### src/rtl/bcm_pkg.sv
package bcm_pkg;
  // Level of one output lane in commutation mode, before any B inversion.
  function automatic logic lane_level(input logic sel, input logic wave, input logic idle);
    return sel ? wave : idle;
  endfunction

  // Next active pattern: a write in the same cycle as the strobe wins.
  function automatic logic [7:0] next_shadow(input logic wr, input logic [7:0] wdata,
                                             input logic [7:0] cur);
    return wr ? wdata : cur;
  endfunction
endpackage

### src/rtl/bcm_pattern_regs.sv
module bcm_pattern_regs #(
  parameter int PAT_W = 6
) (
  input  logic             clk,
  input  logic             rst_n,
  input  logic             wr_en,
  input  logic [PAT_W-1:0] wr_data,
  input  logic             cycle_start,
  output logic [PAT_W-1:0] shadow_q,
  output logic [PAT_W-1:0] active_q
);
  import bcm_pkg::*;

  logic [PAT_W-1:0] shadow_nxt;
  logic [7:0]       shadow_wide;

  always_comb begin
    shadow_wide = next_shadow(wr_en, 8'(wr_data), 8'(shadow_q));
    shadow_nxt  = shadow_wide[PAT_W-1:0];
  end

  always_ff @(posedge clk or negedge rst_n) begin
    if (!rst_n) begin
      shadow_q <= '0;
      active_q <= '0;
    end else begin
      shadow_q <= shadow_nxt;
      if (cycle_start) active_q <= shadow_nxt;
    end
  end

  // a write lands in the shadow copy
  a_r2_shadow_write: assert property (@(posedge clk) disable iff (!rst_n)
    wr_en |=> shadow_q == $past(wr_data));
  // no strobe, no change of the active copy
  a_r2_active_hold: assert property (@(posedge clk) disable iff (!rst_n)
    !cycle_start |=> $stable(active_q));
  // strobe alone transfers the old shadow
  a_r3_transfer: assert property (@(posedge clk) disable iff (!rst_n)
    (cycle_start && !wr_en) |=> active_q == $past(shadow_q));
  // strobe together with a write takes the new data
  a_r4_collide: assert property (@(posedge clk) disable iff (!rst_n)
    (cycle_start && wr_en) |=> active_q == $past(wr_data));
endmodule

### src/rtl/bcm_lane_mux.sv
module bcm_lane_mux #(
  parameter int NUM_PH = 3,
  localparam int PAT_W = 2 * NUM_PH
) (
  input  logic              mode_en,
  input  logic              b_invert,
  input  logic              idle_level,
  input  logic              wave,
  input  logic [PAT_W-1:0]  active_pat,
  input  logic [NUM_PH-1:0] norm_a,
  input  logic [NUM_PH-1:0] norm_b,
  output logic [NUM_PH-1:0] drv_a,
  output logic [NUM_PH-1:0] drv_b
);
  import bcm_pkg::*;

  logic [NUM_PH-1:0] masked_a;
  logic [NUM_PH-1:0] masked_b;

  for (genvar k = 0; k < NUM_PH; k++) begin : g_phase
    always_comb begin
      masked_a[k] = lane_level(active_pat[2*k],   wave, idle_level);
      masked_b[k] = lane_level(active_pat[2*k+1], wave, idle_level) ^ b_invert;
      drv_a[k]    = mode_en ? masked_a[k] : norm_a[k];
      drv_b[k]    = mode_en ? masked_b[k] : norm_b[k];
    end
  end
endmodule

### src/rtl/bldc_commute_map.sv
module bldc_commute_map #(
  parameter int NUM_PH = 3,
  localparam int PAT_W = 2 * NUM_PH
) (
  input  logic              clk,
  input  logic              rst_n,
  input  logic              pat_wr_en,
  input  logic [PAT_W-1:0]  pat_wr_data,
  output logic [PAT_W-1:0]  pat_rd_data,
  output logic [PAT_W-1:0]  pat_active,
  input  logic              cycle_start,
  input  logic              mode_en,
  input  logic              b_invert,
  input  logic              idle_level,
  input  logic              pwm_wave,
  input  logic [NUM_PH-1:0] norm_a,
  input  logic [NUM_PH-1:0] norm_b,
  output logic [NUM_PH-1:0] drv_a,
  output logic [NUM_PH-1:0] drv_b
);
  logic [PAT_W-1:0] shadow_pat;
  logic [PAT_W-1:0] live_pat;

  bcm_pattern_regs #(.PAT_W(PAT_W)) u_regs (
    .clk(clk), .rst_n(rst_n), .wr_en(pat_wr_en), .wr_data(pat_wr_data),
    .cycle_start(cycle_start), .shadow_q(shadow_pat), .active_q(live_pat)
  );

  bcm_lane_mux #(.NUM_PH(NUM_PH)) u_mux (
    .mode_en(mode_en), .b_invert(b_invert), .idle_level(idle_level),
    .wave(pwm_wave), .active_pat(live_pat), .norm_a(norm_a), .norm_b(norm_b),
    .drv_a(drv_a), .drv_b(drv_b)
  );

  assign pat_rd_data = shadow_pat;
  assign pat_active  = live_pat;

  // bypass when the mode is off
  a_r8_bypass: assert property (@(posedge clk) disable iff (!rst_n)
    !mode_en |-> (drv_a == norm_a && drv_b == norm_b));

  for (genvar k = 0; k < NUM_PH; k++) begin : g_chk
    // selected A lane follows the waveform
    a_r5_a_follow: assert property (@(posedge clk) disable iff (!rst_n)
      (mode_en && live_pat[2*k]) |-> drv_a[k] == pwm_wave);
    // unselected A lane rests at passive level
    a_r6_a_idle: assert property (@(posedge clk) disable iff (!rst_n)
      (mode_en && !live_pat[2*k]) |-> drv_a[k] == idle_level);
    // B lane inversion after masking
    a_r7_b_inv: assert property (@(posedge clk) disable iff (!rst_n)
      (mode_en && b_invert && !live_pat[2*k+1]) |-> drv_b[k] == !idle_level);
    // selected B lane without inversion follows the waveform
    a_r5_b_follow: assert property (@(posedge clk) disable iff (!rst_n)
      (mode_en && !b_invert && live_pat[2*k+1]) |-> drv_b[k] == pwm_wave);
  end
endmodule

### config.mk
export PLATFORM = sky130hd
export DESIGN_NAME = bldc_commute_map
export DESIGN_NICKNAME = d
export VERILOG_FILES = /design/src/rtl/bcm_pkg.sv /design/src/rtl/bcm_pattern_regs.sv /design/src/rtl/bcm_lane_mux.sv /design/src/rtl/bldc_commute_map.sv
export SDC_FILE = /design/constraint.sdc
export NUM_CORES = 1
export LEC_CHECK = 0
export ABC_AREA = 1
export BUFFER_PORTS_ARGS = -buffer_cell sky130_fd_sc_hd__buf_2
export CORE_MARGIN = 5
export CORE_UTILIZATION = 38
export DETAILED_ROUTE_END_ITERATION = 12
export PLACE_DENSITY = 0.83
export SETUP_SLACK_MARGIN = 0.5
export SKIP_CTS_REPAIR_TIMING = 1
export SYNTH_ARGS = -nofsm -noshare
export SYNTH_HDL_FRONTEND = slang
export SYNTH_SLANG_ARGS = --single-unit
export TNS_END_PERCENT = 50
### constraint.sdc
create_clock -name clk -period 0.8 [get_ports clk]
set_clock_uncertainty 0.1 [all_clocks]
set_input_delay 0 -clock clk [delete_from_list [all_inputs] [get_ports clk]]
set_output_delay 0 -clock clk [all_outputs]
set_load 0.01 [all_outputs]
Word level (Yosys, flattened, before mapping)
Cells that the tools add are included.
{"block": "classes", "muxes": 13, "bitwise_logic": 3}
{"operator": "$mux 1", "count": 12}
{"operator": "$mux 6", "count": 1}
{"operator": "$xor 1x1->1", "count": 3}
{"block": "totals", "regBits": 12, "input_bits": 20, "out_inout_bits": 18, "wordCells": 18}

Longest topological paths before layout
Gate-level depths: netlist (run 1).
{"block": "depth", "depth_word": 3, "mapped_depth": 5}

Modules after synthesis
Synthesis (run 1) repeated with hierarchy kept, for this count alone.
{"block": "unflattened", "cells_unflattened": 108, "area_unflattened_um2": 708.2}
{"mod": "bcm_pattern_regs", "instances": 1, "cells_per_inst": 62, "area_per_inst_um2": 513.0, "seq_area_each_um2": 300.3}
{"mod": "bcm_lane_mux", "instances": 1, "cells_per_inst": 46, "area_per_inst_um2": 195.2, "seq_area_each_um2": 0.0}

Worst setup path after synthesis (run 1)
Ideal clock, no wire load.
{"block": "synth_path", "path_type": "flip-flop to output port", "start": "register u_regs.active_q[0]", "end": "output port drv_a[0]", "t_arrival_ps": 791, "required_ps": 700, "slack_ps": -91, "path_stages_with_launch": 4, "path_buffers": 0, "path_cell_list": "dfrtp_1 > inv_1 > nor2_1 > o21ai_0"}
{"block": "synth_between", "elab_chain_len": 2}
{"element": "from (decl)", "line": "bcm_pattern_regs.sv:10", "text": "output logic [PAT_W-1:0] active_q"}
{"element": "from (signal assigned)", "line": "bcm_pattern_regs.sv:28", "text": "if (cycle_start) active_q <= shadow_nxt;"}
{"element": "$mux 1", "line": "bcm_pkg.sv:4", "text": "return sel ? wave : idle;"}
{"element": "$mux 1", "line": "bcm_lane_mux.sv:24", "text": "drv_a[k] = mode_en ? masked_a[k] : norm_a[k];"}
{"element": "to (decl)", "line": "bldc_commute_map.sv:18", "text": "output logic [NUM_PH-1:0] drv_a,"}
No other way between the ends.

Worst setup path in the final report (run 1)
{"block": "layout_path", "start": "register u_regs.active_q[3]", "end": "output port drv_b[1]"}
{"block": "layout_between", "elab_chain_len": 3}
{"element": "$mux 1", "line": "bcm_pkg.sv:4"}
{"element": "$xor 1x1->1", "line": "bcm_lane_mux.sv:23", "text": "masked_b[k] = lane_level(active_pat[2*k+1], wave, idle_level) ^ b_invert;"}
{"element": "$mux 1", "line": "bcm_lane_mux.sv:25", "text": "drv_b[k] = mode_en ? masked_b[k] : norm_b[k];"}
{"element": "to (decl)", "line": "bldc_commute_map.sv:19", "text": "output logic [NUM_PH-1:0] drv_b"}
No other way between the ends.

==> impl_metrics.yaml, run 1 <==
yosys:
  synth_xor_area_share_pct: 0
  synth-compound-area-share_pct: 15.9
  yosys.area.top_type: "dfrtp_1"
  synthArstFlopShare_pct: 100
  syn_area_um2: 661
  yosys_register_bits: 12
  yosys-top-cells-count: "nand2_1 (33), inv_1 (16), o21ai_0 (14)"
  yosysUniqueCellTypes: 9
  synthFlopType: "dfrtp_1"
  ys_warn_count: 0
  synth_edf_count: 0
  syn_area_per_cell_um2: 7.10
  synth.top_cell.area_share_pct: 45.5
  synthAdderAreaFrac_pct: 0
  post-synth-top-count-cell: "nand2_1"
  ys_seq_area_share_pct: 45.5
  synth_nets: 113
  synth_top_family_by_area: "simple AND/OR/NAND/NOR gates"
  synth_simple_gate_area_share_pct: 27.3
  syn_inst: 93
  synthMuxAreaShare_pct: 0
  yosys-top-cells-area: "dfrtp_1 (45%), nand2_1 (19%), o21ai_0 (11%)"
placement:
  postPlaceCellArea_um2: 890
  port_buffers: 37
  hpwlAfterDp_um: 1390
  finalWeightedCongestion: 0.785
die:
  chipWidth_um: 51.7
  start_util_pct: 39.1
  dieArea_mm2: 0.00267
  core-area_mm2: 0.00169
  die-height_um: 51.7
  io_pins: 38
  rows: 15
sta:
  rsz0062_at_grt: "true"
  min_period_ns: 1.26
  max_freq_ghz: 0.791
  maxSlewHeadroom_pct: 82.4
  hold_slack_ns: -0.516
  final_max_slew_viol_count: 0
  max_slew.worst_pin.slew_ns: 0.264
  setup_slack_ns: -0.465
  final-setup-viol-count: 24
  tns_ns: -4.20
  report.final.hold_viol_count: 24
  fin_crit_sh_pct: 158
grt:
  antenna_found_initial: 0
  grt_pass1_vias: 689
  grt_max_degree: 13
  grt_overflow: 0
  grt_pass1_wl_um: 2910
  gr-usage-all-layers_pct: 14.5
critical_path:
  worstSetupPathType: "reg2out"
  critPathRequiredTime_ns: 0.70
  critPathLaunchType: "flip-flop"
  crit_arrival_ns: 1.16
  cp_max_fo: 4
  end_kind: "output pin"
clocking:
  clk_pin_slew_ns: 0.08
  cts_buffers: 3
  cts_tree: "yes"
  cts_sinks: 12
  clk-insertion-delay-late_ns: 0.27
  cts_root_buffer: "clkbuf_4"
  ctsLongestPathBuffers: 2
  cts.htree.levels: 1
final_layout:
  n_fill_cell: 162
  area_growth_pct: 49.6
  fin_area_um2: 988
  drive_gt1_share_pct: 48.6
  n_antenna_cell: 0
  final_nets: 159
power_and_ir_drop:
  p_comb_share_pct: 30.8
  internal_power_w: 0.00119
  p_seq_share_pct: 41.7
  p_leak_nw: 0.562
  power_density_mw_per_mm2: 1740
  p_clk_share_pct: 27.5
  power_switching_w: 0.000531
  power_w: 0.00172
  switching_share_pct: 30.9
  vdd_drop_max_mv: 1.12
detailed_routing:
  detail-route-antenna-nets: 0
  drtIter0Drc: 12
  firstDrtPassIters: 4
  vias: 760
  wl_per_cell_um: 11.8
  drc: 0
  routed_wl_um: 1830
  viasPerCell: 4.90
hold_path:
  min_path_type: "in2async"
outcome:
  outcome: "finished, violations left"
  violations: "negative hold slack, negative setup slack"
flow_run:
  max-cap-violations: 0
-- final cells by class --
type                    count  area (µm²)  share of cell area, %
flip-flops and latches     12         300                   30.4
repair buffers             43         250                   25.3
inverters                  16        60.1                   6.08
multi-input cells          63         320                   32.4
clock buffers               4        36.3                   3.67
well taps                  17        21.3                   2.15
-- per-layer routing --
metal / wire length [µm] / track usage [%]
met5: 0 / 0
met4: 9 / 7.86
met3: 154 / 3.72
met2: 905 / 24.4
met1: 761 / 16.6
-- metrics by stage --
step | setup WS (ns) | instances | utilization (%)
floorplan | -0.0619 | 93 | -
global placement | -0.163 | 148 | 52.7
detailed placement | -0.175 | 148 | 52.7
CTS | -0.482 | 152 | 54.8
global route | -0.538 | 155 | 58.5
finish | -0.465 | 155 | 58.5
-- state kept, by name (all words and copies together) (netlist names) --
name	count
u_regs.shadow_q	6
u_regs.active_q	6
-- critical path, stage by stage, from the launching register on --
cell and delay (ns):
dfrtp_1 0.43, inv_2 0.08, nand2_1 0.06, nand3_1 0.07, nand3_1 0.09, nand2_2 0.07, buf_6 0.09
-- power by group through the flow --
stage,registers [W],logic [W],clock network [W]
6_report,0.000718,0.000529,0.000472
5_1_grt,0.000725,0.000590,0.000509
4_1_cts,0.000711,0.000460,0.000487
3_5_place_dp,0.000722,0.000456,0
3_3_place_gp,0.000718,0.000447,0
2_1_floorplan,0.000750,0.000210,0
-- cells by family (layout without fill, tap and decap cells) --
group,count (synthesis),in the layout
buf+inv,18,63
simple gates,45,45
compound gates,18,18
flops,12,12
-- cell usage in the layout (no fill, tap or decap), drive strengths merged --
cell type / instances
buf: 43
dfrtp: 12
o21ai: 18
nand3: 9
inv: 16
nand2: 33
clkbuf: 4
nor2: 3
-- final timing paths --
path                               startpoint                 end  slack (ns)  cells past startpoint
hold reg to reg            u_regs.shadow_q[5]  u_regs.shadow_q[5]        0.45                      2
max in group asynchronous               rst_n  u_regs.shadow_q[0]        0.91                      1
setup reg to reg           u_regs.active_q[1]  u_regs.active_q[1]       -0.17                      4
setup / recovery           u_regs.active_q[3]            drv_b[1]       -0.46                      6
min in group clk               pat_wr_data[0]  u_regs.shadow_q[0]       -0.14                      3
hold / removal                          rst_n  u_regs.shadow_q[2]       -0.52                      1
(Power assumes the default switching activity.)
==> run 2: changes to the inputs <==
--- a/config.mk
+++ b/config.mk
@@ -13,6 +13,7 @@
 export PLACE_DENSITY = 0.83
 export SETUP_SLACK_MARGIN = 0.5
 export SKIP_CTS_REPAIR_TIMING = 1
+export SKIP_LAST_GASP = 1
 export SYNTH_ARGS = -nofsm -noshare
 export SYNTH_HDL_FRONTEND = slang
 export SYNTH_SLANG_ARGS = --single-unit
==> run 2 against run 1 <==
Net effect:
- the run still ends with negative hold slack, negative setup slack left
- routed wire length decreased by 2.0%
- power barely moved
- register-to-register slack about the same
- combinational power shrank 0.9%
- clock power rose by 1%
- critical path type unchanged
==> impl_metrics.yaml, run 2 (synthesis gave the netlist of run 1 again) <==
outcome:
  outcome: "finished, violations left"
  violations: "negative hold slack, negative setup slack"
clocking:
  clk_pin_slew_ns: 0.08
  cts_tree: "yes"
  cts_buffers: 3
  cts_sinks: 12
  cts_root_buffer: "clkbuf_4"
  clk-insertion-delay-late_ns: 0.28
  ctsLongestPathBuffers: 2
  cts.htree.levels: 1
sta:
  max_freq_ghz: 0.789
  final-setup-viol-count: 24
  report.final.hold_viol_count: 24
  setup_slack_ns: -0.468
  hold_slack_ns: -0.521
  fin_crit_sh_pct: 158
  min_period_ns: 1.27
  rsz0062_at_grt: "true"
  max_slew.worst_pin.slew_ns: 0.255
  final_max_slew_viol_count: 0
  maxSlewHeadroom_pct: 83.0
flow_run:
  max-cap-violations: 0
detailed_routing:
  drtIter0Drc: 9
  vias: 752
  firstDrtPassIters: 4
  viasPerCell: 4.85
  wl_per_cell_um: 11.6
  detail-route-antenna-nets: 0
  routed_wl_um: 1790
  drc: 0
power_and_ir_drop:
  switching_share_pct: 31.0
  vdd_drop_max_mv: 1.12
  power_density_mw_per_mm2: 1750
  p_clk_share_pct: 27.8
  internal_power_w: 0.00119
  p_comb_share_pct: 30.5
  power_switching_w: 0.000533
  p_seq_share_pct: 41.7
  p_leak_nw: 0.560
die:
  start_util_pct: 39.1
  io_pins: 38
  rows: 15
  core-area_mm2: 0.00169
  chipWidth_um: 51.7
  die-height_um: 51.7
  dieArea_mm2: 0.00267
critical_path:
  critPathLaunchType: "flip-flop"
  cp_max_fo: 4
  worstSetupPathType: "reg2out"
  worstRegToRegCells: 4
  r2r_slack_ns: -0.16
  crit_arrival_ns: 1.17
  crit-reg2reg-capture: "u_regs.active_q[1]"
  slowest_stage: "dfrtp_1"
  r2r_start: "u_regs.active_q[1]"
  critPathRequiredTime_ns: 0.70
  worstPathCellList: "inv_2, nand2_1, nand3_1, nand3_1, nand2_2, buf_6"
  end_kind: "output pin"
  path_common_cell: "nand3_1"
  critPathMaxStageDelay_ns: 0.43
placement:
  hpwlAfterDp_um: 1390
  port_buffers: 37
  dp.cells: 148
  postPlaceCellArea_um2: 890
  finalWeightedCongestion: 0.785
grt:
  grt_overflow: 0
  grt_pass1_wl_um: 2910
  gr-usage-all-layers_pct: 14.5
  grt_pass1_vias: 689
  grt_max_degree: 13
  antenna_found_initial: 0
final_layout:
  n_fill_cell: 161
  n_antenna_cell: 0
  final_common_cell: "buf_2"
  final_nets: 159
  area_growth_pct: 49.1
  layout_common_cells: "buf_2 (35), nand2_1 (30), dfrtp_1 (12)"
  fin_area_um2: 985
  layoutNonFillerInstCount: 155
  drive_gt1_share_pct: 47.8
  top_regs: "u_regs.active_q: 6 flops, u_regs.shadow_q: 6 flops"
hold_path:
  min_path_type: "in2async"
-- run 2: layout make-up --
type / count / area, µm² / area share, %
sequential: 12 / 300 / 30.5
inverter: 16 / 60.1 / 6.10
timing repair buffer: 43 / 250 / 25.4
tap: 17 / 21.3 / 2.16
multi-input combinational: 63 / 317 / 32.1
clock buffer: 4 / 36.3 / 3.68
-- run 2: critical path, delay by kind of cell (launching register included) --
kind / cells / cell delay (ns)
buffers and inverters: 2 / 0.17
flip-flops: 1 / 0.43
AND/OR/NAND/NOR: 4 / 0.29
-- run 2: how the worst max path moves through the flow --
stage | from | to | slack (ns) | cells past startpoint
2_1_floorplan | u_regs.active_q[1] | drv_b[0] | -0.06 | 5
3_3_place_gp | u_regs.active_q[5] | drv_b[2] | -0.16 | 6
3_5_place_dp | u_regs.active_q[5] | drv_b[2] | -0.17 | 6
4_1_cts | u_regs.active_q[3] | drv_b[1] | -0.48 | 6
5_1_grt | u_regs.active_q[3] | drv_b[1] | -0.54 | 6
6_report | u_regs.active_q[3] | drv_b[1] | -0.47 | 6
-- run 2: per-stage QoR --
stage	power [W]	setup TNS (ns)	util [%]	setup slack (ns)
final	0.00172	-4.30	58.3	-0.468
after floorplan	0.000960	-0.463	-	-0.0619
after detailed placement	0.00118	-1.06	52.7	-0.175
after global placement	0.00116	-0.764	52.7	-0.163
after global routing	0.00182	-5.32	58.3	-0.538
after CTS	0.00166	-4.40	54.8	-0.482
-- run 2: power by group through the flow --
stage | Clock (W) | Sequential [W] | Combinational, W
final | 0.000479 | 0.000718 | 0.000524
after detailed placement | 0 | 0.000722 | 0.000456
after floorplan | 0 | 0.000750 | 0.000210
after global placement | 0 | 0.000718 | 0.000447
after CTS | 0.000487 | 0.000711 | 0.000460
after global routing | 0.000509 | 0.000725 | 0.000587
-- run 2: metal layers --
| layer | part of all wire (%) | GRT usage [%] | vias to the layer above |
|---|---|---|---|
| met5 | 0 | 0 | - |
| met4 | 1.7 | 7.86 | 0 |
| met3 | 9.3 | 3.72 | 5 |
| met2 | 49 | 24.4 | 38 |
| met1 | 40 | 16.6 | 328 |
| li1 | - | - | 381 |
==> run 3: changes to the inputs <==
--- a/config.mk
+++ b/config.mk
@@ -7,10 +7,12 @@
 export LEC_CHECK = 0
 export ABC_AREA = 1
 export BUFFER_PORTS_ARGS = -buffer_cell sky130_fd_sc_hd__buf_2
-export CORE_MARGIN = 5
-export CORE_UTILIZATION = 38
+export CELL_PAD_IN_SITES_DETAIL_PLACEMENT = 1
+export CELL_PAD_IN_SITES_GLOBAL_PLACEMENT = 2
+export CORE_MARGIN = 4
+export CORE_UTILIZATION = 21
 export DETAILED_ROUTE_END_ITERATION = 12
-export PLACE_DENSITY = 0.83
+export PLACE_DENSITY = 0.86
 export SETUP_SLACK_MARGIN = 0.5
 export SKIP_CTS_REPAIR_TIMING = 1
 export SKIP_LAST_GASP = 1
==> constraint.sdc (replaced) <==
create_clock -name clk -period 1.45 [get_ports clk]
set_clock_uncertainty 0.1 [all_clocks]
set_input_delay 0 -clock clk [delete_from_list [all_inputs] [get_ports clk]]
set_output_delay 0 -clock clk [all_outputs]
set_load 0.01 [all_outputs]
==> run 3 against run 2 <==
Net effect:
- the run ends with negative hold slack left
- sequential power fell by 45%
- utilization fell by 24 points
- clock-buffer cell count did not move
- register-to-register slack improved by 0.67 ns
- combinational power fell by 47%
- routed wire length rose by 21%
- non-clock buffer count rose by 6
- first-iteration DRC count rose to 4.4 times the previous value
==> impl_metrics.yaml, run 3 (synthesis gave the netlist of run 1 again) <==
sta:
  max_freq_ghz: 0.806
  hold_slack_ns: -0.0966
  tns_ns: 0
  final-setup-viol-count: 0
  rsz0062_at_grt: "true"
  max_slew.worst_pin.slew_ns: 0.278
  final_max_slew_viol_count: 0
  min_period_ns: 1.24
  fin_crit_sh_pct: 85.6
  maxSlewHeadroom_pct: 81.4
  report.final.hold_viol_count: 1
placement:
  finalWeightedCongestion: 0.800
  port_buffers: 37
  hpwlAfterDp_um: 1640
  postPlaceCellArea_um2: 886
hold_path:
  min_from: "pat_wr_data[1]"
  holdPathStages: 3
  holdPathEnd: "u_regs.shadow_q[1]"
  min_path_type: "in2reg"
grt:
  antenna_found_initial: 0
  gr-usage-all-layers_pct: 10.5
  grt_overflow: 0
  grt_max_degree: 13
  grt_pass1_vias: 785
  grt_pass1_wl_um: 3520
clocking:
  clk-insertion-delay-late_ns: 0.26
  cts.htree.levels: 1
  clk_pin_slew_ns: 0.08
  cts_buffers: 3
  cts_tree: "yes"
  cts_sinks: 12
  cts_root_buffer: "clkbuf_4"
  ctsLongestPathBuffers: 2
critical_path:
  cp_max_fo: 4
  end_kind: "output pin"
  r2r_slack_ns: 0.51
  crit_arrival_ns: 1.14
  critPathLaunchType: "flip-flop"
  crit-reg2reg-capture: "u_regs.active_q[1]"
  r2r_start: "u_regs.shadow_q[1]"
  critPathRequiredTime_ns: 1.35
  worstSetupPathType: "reg2out"
  worstRegToRegCells: 4
final_layout:
  final_nets: 165
  final_common_cell: "buf_2"
  final_util_pct: 34.4
  layout_common_cells: "buf_2 (36), nand2_1 (32), dfrtp_1 (12)"
  top_regs: "u_regs.active_q: 6 flops, u_regs.shadow_q: 6 flops"
  fin_area_mm2: 0.00104
  n_antenna_cell: 0
  drive_gt1_share_pct: 39.6
  area_growth_pct: 57.8
die:
  chipWidth_um: 64.1
  core-area_mm2: 0.00303
  die-height_um: 64.1
  start_util_pct: 21.8
  rows: 20
  io_pins: 38
  dieArea_mm2: 0.00411
detailed_routing:
  detail-route-antenna-nets: 0
  firstDrtPassIters: 4
  drtIter0Drc: 40
  wl_per_cell_um: 11.5
  vias: 761
  routed_wl_um: 2170
  drc: 0
  viasPerCell: 4.05
outcome:
  outcome: "finished, violations left"
  violations: "negative hold slack"
power_and_ir_drop:
  p_leak_nw: 0.574
  power_density_mw_per_mm2: 896
  vdd_drop_max_mv: 0.282
flow_run:
  max-cap-violations: 0
==> run 3: changes by cell type in the layout (fill, tap and decap cells not counted), moves of 2 or more <==
cell / change
o21ai_1: -4
dlygate4sd3_1: +7
nand2_1: +2
nand2_2: -2
o21ai_0: +8
o21ai_2: -4
buf_6: -3
==> run 3: worst max path at each step <==
stage	startpoint	to	slack, ns	cells after the start
2_1_floorplan	u_regs.active_q[0]	drv_a[0]	0.56	3
3_3_place_gp	u_regs.active_q[3]	drv_b[1]	0.49	6
3_5_place_dp	u_regs.active_q[1]	drv_b[0]	0.48	6
4_1_cts	u_regs.active_q[1]	drv_b[0]	0.17	6
5_1_grt	u_regs.active_q[3]	drv_b[1]	0.11	6
6_report	u_regs.active_q[1]	drv_b[0]	0.21	6
==> run 3: area by class of cell <==
type                    count  area, µm²
repair buffers             49        299
fillers                   403       1990
clock buffers               4       36.3
inverters                  16       60.1
well taps                  44       55.1
flip-flops and latches     12        300
multi-input cells          63        292
==> run 3: power by group <==
part           switching, W  internal (W)  total (W)
clock              0.000106      0.000152   0.000259
sequential        0.0000264      0.000368   0.000395
combinational      0.000152      0.000128   0.000280
==> run 3: metal layers <==
layer	GRT usage [%]	wire [µm]
met1	12.6	894
met2	17.7	1090
met3	2.81	155
met4	3.96	24
met5	0	0
==> run 3: through the flow <==
stage | power [W] | std cells | setup slack [ns]
6_report | 0.000934 | 188 | 0.209
4_1_cts | 0.000898 | 176 | 0.169
2_1_floorplan | 0.000518 | 93 | 0.559
5_1_grt | 0.00101 | 188 | 0.106
3_3_place_gp | 0.000627 | 172 | 0.486
3_5_place_dp | 0.000633 | 172 | 0.476
==> run 3: worst max-delay path: stages, from the launching register on <==
cell     delay [ns]
dfrtp_1        0.42
inv_2          0.09
nand2_1        0.05
nand3_1        0.07
nand3_1        0.08
nand2_1        0.06
buf_2          0.12
